[config.mk]
export PLATFORM = sky130hd
export DESIGN_NAME = pwr_state_ctrl
export DESIGN_NICKNAME = d
export VERILOG_FILES = /design/src/rtl/pwr_state_pkg.sv /design/src/rtl/pwr_relock_timer.sv /design/src/rtl/pwr_slp_width.sv /design/src/rtl/pwr_rule_mon.sv /design/src/rtl/pwr_state_ctrl.sv
export SDC_FILE = /design/constraint.sdc
export NUM_CORES = 1
export LEC_CHECK = 0
export BUFFER_PORTS_ARGS = -buffer_cell sky130_fd_sc_hd__buf_2
export CAP_MARGIN = 30
export CORE_MARGIN = 10
export CORE_UTILIZATION = 30
export CTS_BUF_LIST = sky130_fd_sc_hd__clkbuf_4
export DETAILED_ROUTE_END_ITERATION = 8
export PLACE_DENSITY = 0.51
export SYNTH_ARGS = -nofsm -noshare
export SYNTH_HDL_FRONTEND = slang
export SYNTH_SLANG_ARGS = --single-unit
[constraint.sdc]
create_clock -name clk -period 2.2 [get_ports clk]
set_input_delay 0.11 -clock clk [delete_from_list [all_inputs] [get_ports clk]]
set_output_delay 0.11 -clock clk [all_outputs]
set_load 0.01 [all_outputs]
[src/rtl/pwr_state_pkg.sv]
`timescale 1ns/1ps
package pwr_state_pkg;

   typedef enum logic [2:0] {
      PS_NORMAL  = 3'd1,
      PS_AHALT   = 3'd2,
      PS_STOPGNT = 3'd3,
      PS_SNOOP   = 3'd4,
      PS_SLEEP   = 3'd5,
      PS_DEEP    = 3'd6
   } pstate_e;

   function automatic logic is_dormant(input pstate_e s);
      return (s == PS_SLEEP) || (s == PS_DEEP);
   endfunction

endpackage

[src/rtl/pwr_relock_timer.sv]
`timescale 1ns/1ps
module pwr_relock_timer #(
   parameter int unsigned CYC = 50000
) (
   input  logic clk,
   input  logic reset_n,
   input  logic arm,
   output logic done
);
   localparam int unsigned CW = $clog2(CYC + 1);

   logic [CW-1:0] cnt;

   assign done = arm && (cnt == CW'(CYC - 1));

   always_ff @(posedge clk) begin
      if (!reset_n || !arm) cnt <= '0;
      else if (!done)       cnt <= cnt + 1'b1;
   end
endmodule

[src/rtl/pwr_slp_width.sv]
`timescale 1ns/1ps
module pwr_slp_width #(
   parameter int unsigned MIN_CYC = 3
) (
   input  logic clk,
   input  logic reset_n,
   input  logic start,
   input  logic hold,
   output logic short_o
);
   generate
      if (MIN_CYC <= 1) begin : g_no_count
         assign short_o = 1'b0;
      end else begin : g_count
         localparam int unsigned CW = $clog2(MIN_CYC + 1);
         logic [CW-1:0] cnt;
         always_ff @(posedge clk) begin
            if (!reset_n)                          cnt <= '0;
            else if (start)                        cnt <= CW'(1);
            else if (hold && cnt != CW'(MIN_CYC))  cnt <= cnt + 1'b1;
         end
         assign short_o = (cnt < CW'(MIN_CYC));
      end
   endgenerate
endmodule

[src/rtl/pwr_rule_mon.sv]
`timescale 1ns/1ps
module pwr_rule_mon (
   input  logic clk,
   input  logic reset_n,
   input  logic guarded,
   input  logic halt_req,
   input  logic stop_clk_n,
   input  logic snoop_start,
   input  logic snoop_done,
   input  logic short_exit,
   output logic err_o
);
   logic halt_q;
   logic stop_q;
   logic bad_input;

   always_ff @(posedge clk) begin
      halt_q <= halt_req;
      stop_q <= stop_clk_n;
   end

   assign bad_input = guarded &&
                      (snoop_start || snoop_done ||
                       (halt_req != halt_q) || (stop_clk_n != stop_q));

   always_ff @(posedge clk) begin
      if (!reset_n) err_o <= 1'b0;
      else          err_o <= err_o | bad_input | short_exit;
   end
endmodule

[src/rtl/pwr_state_ctrl.sv]
`timescale 1ns/1ps
module pwr_state_ctrl #(
   parameter int unsigned REF_KHZ     = 50000,
   parameter int unsigned RELOCK_US   = 1000,
   parameter int unsigned MIN_SLP_CYC = 3
) (
   input  logic       clk,
   input  logic       reset_n,
   input  logic       halt_req,
   input  logic       stop_clk_n,
   input  logic       sleep_n,
   input  logic       snoop_start,
   input  logic       snoop_done,
   input  logic       bus_clk_run,
   output logic [2:0] pstate,
   output logic       core_clk_en,
   output logic       pll_en,
   output logic       snoop_ok,
   output logic       irq_latch_ok,
   output logic       proto_err
);
   import pwr_state_pkg::*;

   localparam int unsigned RELOCK_CYC = (REF_KHZ * RELOCK_US) / 1000;

   if (REF_KHZ == 0) begin : g_bad_ref
      $error("REF_KHZ must be non-zero");
   end
   if (RELOCK_CYC < 2) begin : g_bad_relock
      $error("relock interval must span at least two reference cycles");
   end
   if (MIN_SLP_CYC == 0) begin : g_bad_min
      $error("MIN_SLP_CYC must be at least one");
   end

   pstate_e state, state_nx;
   logic    snoop_from_sg;
   logic    dormant;
   logic    entering;
   logic    relock_done;
   logic    pulse_short;
   logic    short_exit;

   assign dormant    = is_dormant(state);
   assign entering   = (state == PS_STOPGNT) && !sleep_n;
   assign short_exit = (state == PS_SLEEP) && sleep_n && pulse_short;

   pwr_relock_timer #(.CYC(RELOCK_CYC)) u_relock (
      .clk     (clk),
      .reset_n (reset_n),
      .arm     ((state == PS_DEEP) && bus_clk_run),
      .done    (relock_done)
   );

   pwr_slp_width #(.MIN_CYC(MIN_SLP_CYC)) u_width (
      .clk     (clk),
      .reset_n (reset_n),
      .start   (entering),
      .hold    (dormant && !sleep_n),
      .short_o (pulse_short)
   );

   pwr_rule_mon u_rules (
      .clk         (clk),
      .reset_n     (reset_n),
      .guarded     (dormant || entering),
      .halt_req    (halt_req),
      .stop_clk_n  (stop_clk_n),
      .snoop_start (snoop_start),
      .snoop_done  (snoop_done),
      .short_exit  (short_exit),
      .err_o       (proto_err)
   );

   always_comb begin
      state_nx = state;
      unique case (state)
         PS_NORMAL: begin
            if (!stop_clk_n)    state_nx = PS_STOPGNT;
            else if (halt_req)  state_nx = PS_AHALT;
         end
         PS_AHALT: begin
            if (!stop_clk_n)       state_nx = PS_STOPGNT;
            else if (snoop_start)  state_nx = PS_SNOOP;
            else if (!halt_req)    state_nx = PS_NORMAL;
         end
         PS_STOPGNT: begin
            if (!sleep_n)          state_nx = PS_SLEEP;
            else if (snoop_start)  state_nx = PS_SNOOP;
            else if (stop_clk_n)   state_nx = halt_req ? PS_AHALT : PS_NORMAL;
         end
         PS_SNOOP: begin
            if (snoop_done) state_nx = snoop_from_sg ? PS_STOPGNT : PS_AHALT;
         end
         PS_SLEEP: begin
            if (sleep_n)           state_nx = PS_STOPGNT;
            else if (!bus_clk_run) state_nx = PS_DEEP;
         end
         PS_DEEP: begin
            if (relock_done) state_nx = PS_SLEEP;
         end
         default: state_nx = PS_NORMAL;
      endcase
   end

   always_ff @(posedge clk) begin
      if (!reset_n) begin
         state         <= PS_NORMAL;
         snoop_from_sg <= 1'b0;
      end else begin
         state <= state_nx;
         if (state_nx == PS_SNOOP && state != PS_SNOOP)
            snoop_from_sg <= (state == PS_STOPGNT);
      end
   end

   assign pstate       = state;
   assign core_clk_en  = !dormant;
   assign pll_en       = !((state == PS_DEEP) && !bus_clk_run);
   assign snoop_ok     = !dormant;
   assign irq_latch_ok = !dormant;
endmodule

# Word-level counts from Yosys, hierarchy flattened
# Cells that the tools add are included.
# op_classes
add_sub_neg	2
mul	0
div	0
magnitude_cmp	1
eq_ne	12
shifts	0
n_mux	17
bitwise	3
reduce_logical	24
# op_table
cell	count
3-bit two-way mux	12
3-bit case mux with 6 select lines	1
16-bit by 1-bit adder with 16-bit output (second input constant)	1
16-bit equality test (second input constant)	1
3-bit equality test (second input constant)	4
1-bit logical AND	10
3-bit by 2-bit equality test with 1-bit output (second input constant)	2
1-bit zero test	6
1-bit logical OR	6
3-bit by 1-bit equality test with 1-bit output (second input constant)	1
1-bit two-way mux	3
3-bit inequality test (second input constant)	1
2-bit by 1-bit adder with 2-bit output (second input constant)	1
2-bit < comparator (second input constant)	1
2-bit two-way mux	1
1-bit inequality test	2
2-bit inequality test (second input constant)	1
1-bit OR	2
2-bit nonzero test	1
2-bit OR reduction	1
1-bit NOT	1
# word_totals
ff_bits	25
latchBits	0
mem_bits_rw	0
rom_bits	0
output_inout_bits	8
mem_count	0

# Logic depth before layout (Yosys ltp)
# Gate-level depths: netlist (run 1).
# logic_depth
depth_word	7
mapped_depth	7

# Modules after synthesis
# Synthesis (run 1) repeated with hierarchy kept, for this count alone.
# hier_totals
cells_unflattened	169
hier_area_um2	1510.2
# by_module_without_submodules
mod	n_inst	cells_each	area_per_inst_um2
pwr_relock_timer	1	95	858.3
pwr_state_ctrl	1	57	439.2
pwr_slp_width	1	9	108.9
pwr_rule_mon	1	8	103.8

# Least setup slack after synthesis (run 1)
# OpenSTA, ideal clock, no wires.
# synth_path
path_kind	register to register
startpoint	reg u_relock.cnt[0]
endpoint	reg u_relock.cnt[1]
setup_ns	0.114
t_arrival_ns	1.425
required_ns	2.086
setup_slack_ns	0.660
stages_incl_launch_ff	7
path_cell_list	dfxtp_1 ha_1 nand3_2 nor4b_4 nand3_4 mux2i_1 nor2_1
# synth_between
elab_chain_len	2
word_cells_on_any_way	3
# synth_rtl
element	line	text
start, declared	pwr_relock_timer.sv:12	logic [CW-1:0] cnt;
start signal, assigned	pwr_relock_timer.sv:18	else if (!done) cnt <= cnt + 1'b1;
parallel branches: the longest is 2 deep, another holds 16-bit by 1-bit adder with 16-bit output	-	
# Parallel ways; which one is timed is not known.
# A chain may end at the register's enable or synchronous reset.

# Worst setup path after layout (run 1)
# layout_path
startpoint	reg state[2] (netlist: pstate[2])
endpoint	out pll_en
# layout_between
elab_chain_len	3
# layout_rtl
element	line	text
start, declared	pwr_state_ctrl.sv:36	pstate_e state, state_nx;
start signal, assigned	pwr_state_ctrl.sv:111	state <= state_nx;
3-bit equality test	pwr_state_ctrl.sv:119	assign pll_en = !((state == PS_DEEP) && !bus_clk_run);
1-bit logical AND	pwr_state_ctrl.sv:119	
1-bit zero test	pwr_state_ctrl.sv:119	
end, declared	pwr_state_ctrl.sv:17	output logic pll_en,
# Every way passes these cells.

==> results of run 1 <==
-- layout make-up --
type                            count  area [um^2]  area share
Clock buffer                        4        30.03     0.01905
Inverter                            6        22.52     0.01429
Multi-Input combinational cell    117        860.8      0.5460
Sequential cell                    25        500.5      0.3175
Tap cell                           54        67.56     0.04286
Timing Repair Buffer               17        95.09     0.06032
-- critical path: stages (launching register included) --
cell      delay [ns]
dfxtp_1         0.71
nand2b_2        0.18
or3_1           0.34
buf_2           0.15
-- metrics by stage --
stage | hold WS (ns) | total power, W | instance area, um^2 | setup slack [ns]
2_1_floorplan | 0.1377 | 0.0006685 | 1435 | 0.6604
3_3_place_gp | 0.2974 | 0.0007096 | 1526 | 0.5423
3_5_place_dp | 0.3055 | 0.0007129 | 1526 | 0.4926
4_1_cts | 0.05483 | 0.0009320 | 1577 | 0.3824
5_1_grt | 0.04923 | 0.0009759 | 1577 | 0.2596
6_report | 0.06804 | 0.0009121 | 1577 | 0.4031
-- cells in the final DEF (no fill, tap or decap), types with 2 or more instances in the layout --
cell and n:
dfxtp_1 25, nor2_1 20, buf_2 15, nand2_1 12, xor2_1 10, xnor2_1 6
o21ai_0 6, inv_1 5, clkbuf_4 4, nand4_1 3, and4_1 3, nor2b_1 3
a21oi_1 3, mux2i_1 3, a31oi_1 3, nand3_1 3, or3_1 2, nand3_4 2
nor3b_2 2, and3_1 2, and2_1 2, a41oi_1 2, ha_1 2, dlygate4sd3_1 2
-- cells by family (layout without fill, tap and decap cells) --
group                    after synthesis  in the layout  share of synthesized area
multiplexers                           3              3                    0.02092
AND/OR/NAND/NOR                       68             68                     0.3200
flip-flops                            25             25                     0.3487
XOR/XNOR                              16             16                    0.09764
adder cells (fa/ha/maj)                2              2                    0.01743
AO/OA/AOI/OAI                         28             28                     0.1439
buffers and inverters                 13             27                    0.05144
-- timing repair --
action	CTS	global route
setup endpoints to repair	0	0
endpoints found under the hold margin	2	0
hold buffers	2	0
-- worst paths after layout --
check,to,slack [ns]
setup / recovery,pll_en,0.40
hold / removal,pstate[0],0.07
setup reg to reg,u_width.g_count.cnt[1],0.48
hold reg to reg,u_rules.err_o,0.49
-- power groups by stage --
| stage | clock [W] | sequential, W | combinational (W) |
|---|---|---|---|
| after CTS | 0.000226 | 0.000519 | 0.000186 |
| after global placement | 0 | 0.000528 | 0.000182 |
| after detailed placement | 0 | 0.000530 | 0.000183 |
| after global routing | 0.000244 | 0.000526 | 0.000206 |
| after floorplan | 0 | 0.000504 | 0.000165 |
| final | 0.000210 | 0.000519 | 0.000183 |
-- layer usage --
layer	share of wire	up-vias	global-route usage	wire length [um]
li1	-	580	-	-
met1	0.47	529	0.09235	1350
met2	0.44	17	0.1254	1256
met3	0.075	2	0.02917	213
met4	0.0088	0	0.02168	25
met5	0	-	0	0
-- flip-flops by register name, indices dropped and copies added, names as in the netlist --
register	flops
u_relock.cnt	16
pstate	3
u_width.g_count.cnt	2
snoop_from_sg	1
u_rules.err_o	1
u_rules.halt_q	1
u_rules.stop_q	1
==> impl_metrics.ini, run 1 <==
[place]
port-buffer-count = 15
gp_congestion = 0.7726
place_inst = 217
place_hpwl_mm = 2.213

[synth]
syn-instance-count = 155
synth_fp_nets = 165
syn_area_mm2 = 0.001435
synth_edf_count = 0
syn_area_per_cell_um2 = 9.259
ys_seq_area_frac = 0.3487
yosysTopAreaCell = dfxtp_1
synthFlopType = dfxtp_1
yosysMostFrequentCell = dfxtp_1
synth_top_area_share = 0.3487
yosysWarnings = 0
ys_types = 53
ys_async_sr_fraction = 0
yosys-top-cells-area = dfxtp_1, xor2_1, nor2_1, xnor2_1, nand2_1
synth_seq_cells = 25
synthTopCellsByCount = dfxtp_1, nor2_1, nand2_1

[setup_path]
critPathMaxFanout = 18
crit_arrival_ns = 1.69
required_ns = 2.09
start_kind = flop
crit_path_end_kind = primary output
ff2ff_path_depth = 5
r2r-start = pstate[0]
crit_start = pstate[2]
crit_type = flop to primary output

[timing]
fmax_mhz = 556.5
period_needed_ns = 1.797
slew_headroom = 0.6045
finalHoldViolCount = 0
fin_crit_sh = 0.8168
fin_skew_ns = 0.006618
setup_viol = 0
max_slew.worst_pin.slew_ns = 0.5924
drv_slew = 0
tns_ns = 0
rsz0062_at_grt = no

[power_and_ir_drop]
ir_drop_mv = 0.2792
clkPwrFrac = 0.230
cellInternalPower_w = 0.0006456
switching_share = 0.2922
pwr-share-seq = 0.569
netSwitchingPower_w = 0.0002665
cellPowerDensity_mw_per_mm2 = 578.5
leakage_nw = 0.5424
p_comb_frac = 0.201

[flow_run]
cap_violations = 0

[finish]
final_core_util = 0.3360
fillers = 508
instances_no_fill = 223
fin_nets = 180
drive_above_1_share = 0.2130
diodes = 0
area_growth_pct = 9.852

[floorplan]
die_w_um = 89.17
die_h_um = 89.17
die_area_mm2 = 0.007950
core_area_mm2 = 0.004692
num_rows = 25
start_util = 0.3059
ios = 16

[routing]
dr_total_vias = 1128
postRouteWirelength_mm = 2.846
dr.pass1.iters = 4
wl_per_cell_um = 12.76
drt_iter0_drc = 25
ant_nets = 0
viasPerCell = 5.058
drc_errors = 0

[hold_path]
hold_path_depth = 2
hold_class = input port to flop
hold_path_startpoint = reset_n

[clock_network]
cts_tree = done
clockRootBuffer = clkbuf_4
h-tree-depth = 1
cts_made_buffers = 3
post_cts_buffers = 0
clock_latency_ns = 0.31
cts_sinks = 25
cts_resized = 0
clock_path_buffers = 2
clk_pin_slew_ns = 0.13

[grt]
grt_pass1_vias = 1128
grtUsageTotal = 0.07711
antenna_found_initial = 0
grt_pass1_wl_mm = 4.981
grt_max_degree = 19
grt-ovfl-total = 0

[status]
outcome = finished clean
No activity file was read; power rests on OpenSTA's default activity.
==> run 2, diff against run 1 <==
clock period = 1.7 ns   (was 2.2 ns; I/O delays follow)
==> run 2 against run 1 <==
Compared with the run above: wire length rose by 2.4%; via count up 1.2%; global-route usage is 0.21 points higher; clock skew barely moved; critical path depth rose by 1; largest cell class unchanged; die area stayed put; core utilization grew 1.1 points; non-clock buffer count is 7 higher; sequential cell count did not move; sequential power is 28% higher; clock-buffer cell count fell by 1; register-to-register slack got worse by 0.28 ns.
==> impl_metrics.ini, run 2 (synthesized netlist as in run 1, its figures left out) <==
[setup_path]
crit_path_end_kind = primary output
crit_arrival_ns = 1.51
cp_cell_sequence = buf_4 > inv_2 > or3_1 > buf_2
r2r_slack_ns = 0.20
cpMaxStageDelayCell = dfxtp_2
crit_start = pstate[1]
crit_type = flop to primary output
start_kind = flop
endpoint = pll_en
critPathMaxFanout = 9
timing.rr.end = u_relock.cnt[0]
ff2ff_path_depth = 6
r2r-start = u_relock.cnt[0]
slowest_delay_ns = 0.45
required_ns = 1.62

[clock_network]
h-tree-depth = 1
clock_latency_ns = 0.32
cts_made_buffers = 3
post_cts_buffers = 0
clk_pin_slew_ns = 0.14
clockRootBuffer = clkbuf_4
cts_tree = done
clock_path_buffers = 2
cts_sinks = 25

[floorplan]
ios = 16
core_area_mm2 = 0.004692
start_util = 0.3059
num_rows = 25
die_h_um = 89.17
die_w_um = 89.17
die_area_mm2 = 0.007950

[power_and_ir_drop]
cellPowerDensity_mw_per_mm2 = 737.1
pwr-share-seq = 0.551
cellInternalPower_w = 0.0008353
p_comb_frac = 0.224
clkPwrFrac = 0.225
leakage_nw = 0.5764
ir_drop_mv = 0.3170
netSwitchingPower_w = 0.0003664
switching_share = 0.3049

[grt]
antenna_found_initial = 0
grt-ovfl-total = 0
grt_max_degree = 19
grtUsageTotal = 0.07918
grt_pass1_wl_mm = 5.119
grt_pass1_vias = 1156

[finish]
fillers = 498
mostFrequentLayoutCells = dfxtp_1, nor2_1, buf_2
multi_input_area_um2 = 860.8
regMostFlops = u_relock.cnt
largest_reg_flops = 16
diodes = 0
area_growth_pct = 13.60
layout_commonest_cell = dfxtp_1
fin_nets = 187
drive_above_1_share = 0.2614
regArea_um2 = 504.2

[routing]
drc_errors = 0
viasPerCell = 4.965
dr.pass1.iters = 4
drt_iter0_drc = 33
wl_per_cell_um = 12.67
ant_nets = 0
postRouteWirelength_mm = 2.913
dr_total_vias = 1142

[timing]
period_needed_ns = 1.591
max_slew.worst_pin.slew_ns = 0.3300
setup_viol = 0
tns_ns = 0
slew_headroom = 0.7783
fin_crit_sh = 0.9357
fin_skew_ns = 0.006691
fmax_mhz = 628.7
fin_ws_ns = 0.1094
drv_slew = 0
finalHoldViolCount = 0
rsz0062_at_grt = no

[place]
gp_congestion = 0.7878
post-place-ws_ns = 0.09341
port-buffer-count = 15
place_hpwl_mm = 2.279

[status]
outcome = finished clean

[hold_path]
hold_class = input port to flop

[flow_run]
cap_violations = 0
## run 2: cell count changes in the layout (fill, tap and decap cells not counted)
cell      previous run  this run
clkinv_2             0         1
dfxtp_2              0         3
clkbuf_4             4         3
dfxtp_1             25        22
buf_4                0         7
## run 2: critical path: cells and delay by family (launching register included)
| family | cells | cell delay (ns) |
|---|---|---|
| buf+inv | 3 | 0.38 |
| simple gates | 1 | 0.37 |
| flops | 1 | 0.45 |
## run 2: how the worst min path moves through the flow
stage	from	to	slack, ns	depth (start not counted)
2_1_floorplan	halt_req	u_rules.halt_q	0.11	0
3_3_place_gp	stop_clk_n	u_rules.stop_q	0.27	1
3_5_place_dp	halt_req	u_rules.halt_q	0.28	1
4_1_cts	reset_n	pstate[0]	0.02	2
5_1_grt	reset_n	pstate[0]	0.01	2
6_report	reset_n	pstate[0]	0.03	2
## run 2: final cells by class
type | instances | area share
multi-input cells | 117 | 0.5280
repair buffers | 24 | 0.09056
inverters | 6 | 0.01381
clock inverters | 1 | 0.003070
clock buffers | 3 | 0.01381
well taps | 54 | 0.04144
flip-flops and latches | 25 | 0.3093
## run 2: repair_timing
item | CTS | global route
gates resized for setup | 2 | 1
endpoints found under the setup margin | 1 | 3
endpoints found under the hold margin | 2 | 0
hold buffers | 2 | 0
## run 2: power groups by stage
stage	clock, W	sequential (W)	combinational (W)
floorplan	0	0.000652	0.000213
global placement	0	0.000673	0.000268
detailed placement	0	0.000673	0.000268
CTS	0.000289	0.000662	0.000273
global route	0.000319	0.000671	0.000300
finish	0.000270	0.000663	0.000269
## run 2: metal layers
layer | part of all wire | up-vias | wire length (um) | GRT usage
li1 | - | 597 | - | -
met1 | 0.47 | 523 | 1367 | 0.09451
met2 | 0.46 | 20 | 1326 | 0.1320
met3 | 0.067 | 2 | 194 | 0.02097
met4 | 0.0079 | 0 | 23 | 0.03035
met5 | 0 | - | 0 | 0
## run 2: metrics by stage
stage | std cells | hold WS [ns] | util | power (W) | instance area (um^2)
after floorplan | 155 | 0.1127 | - | 0.0008652 | 1435
after global placement | 224 | 0.2698 | 0.3365 | 0.0009402 | 1579
after detailed placement | 224 | 0.2774 | 0.3365 | 0.0009415 | 1579
after CTS | 230 | 0.01833 | 0.3472 | 0.001224 | 1629
after global routing | 230 | 0.01311 | 0.3475 | 0.001291 | 1630
final | 230 | 0.02744 | 0.3475 | 0.001202 | 1630
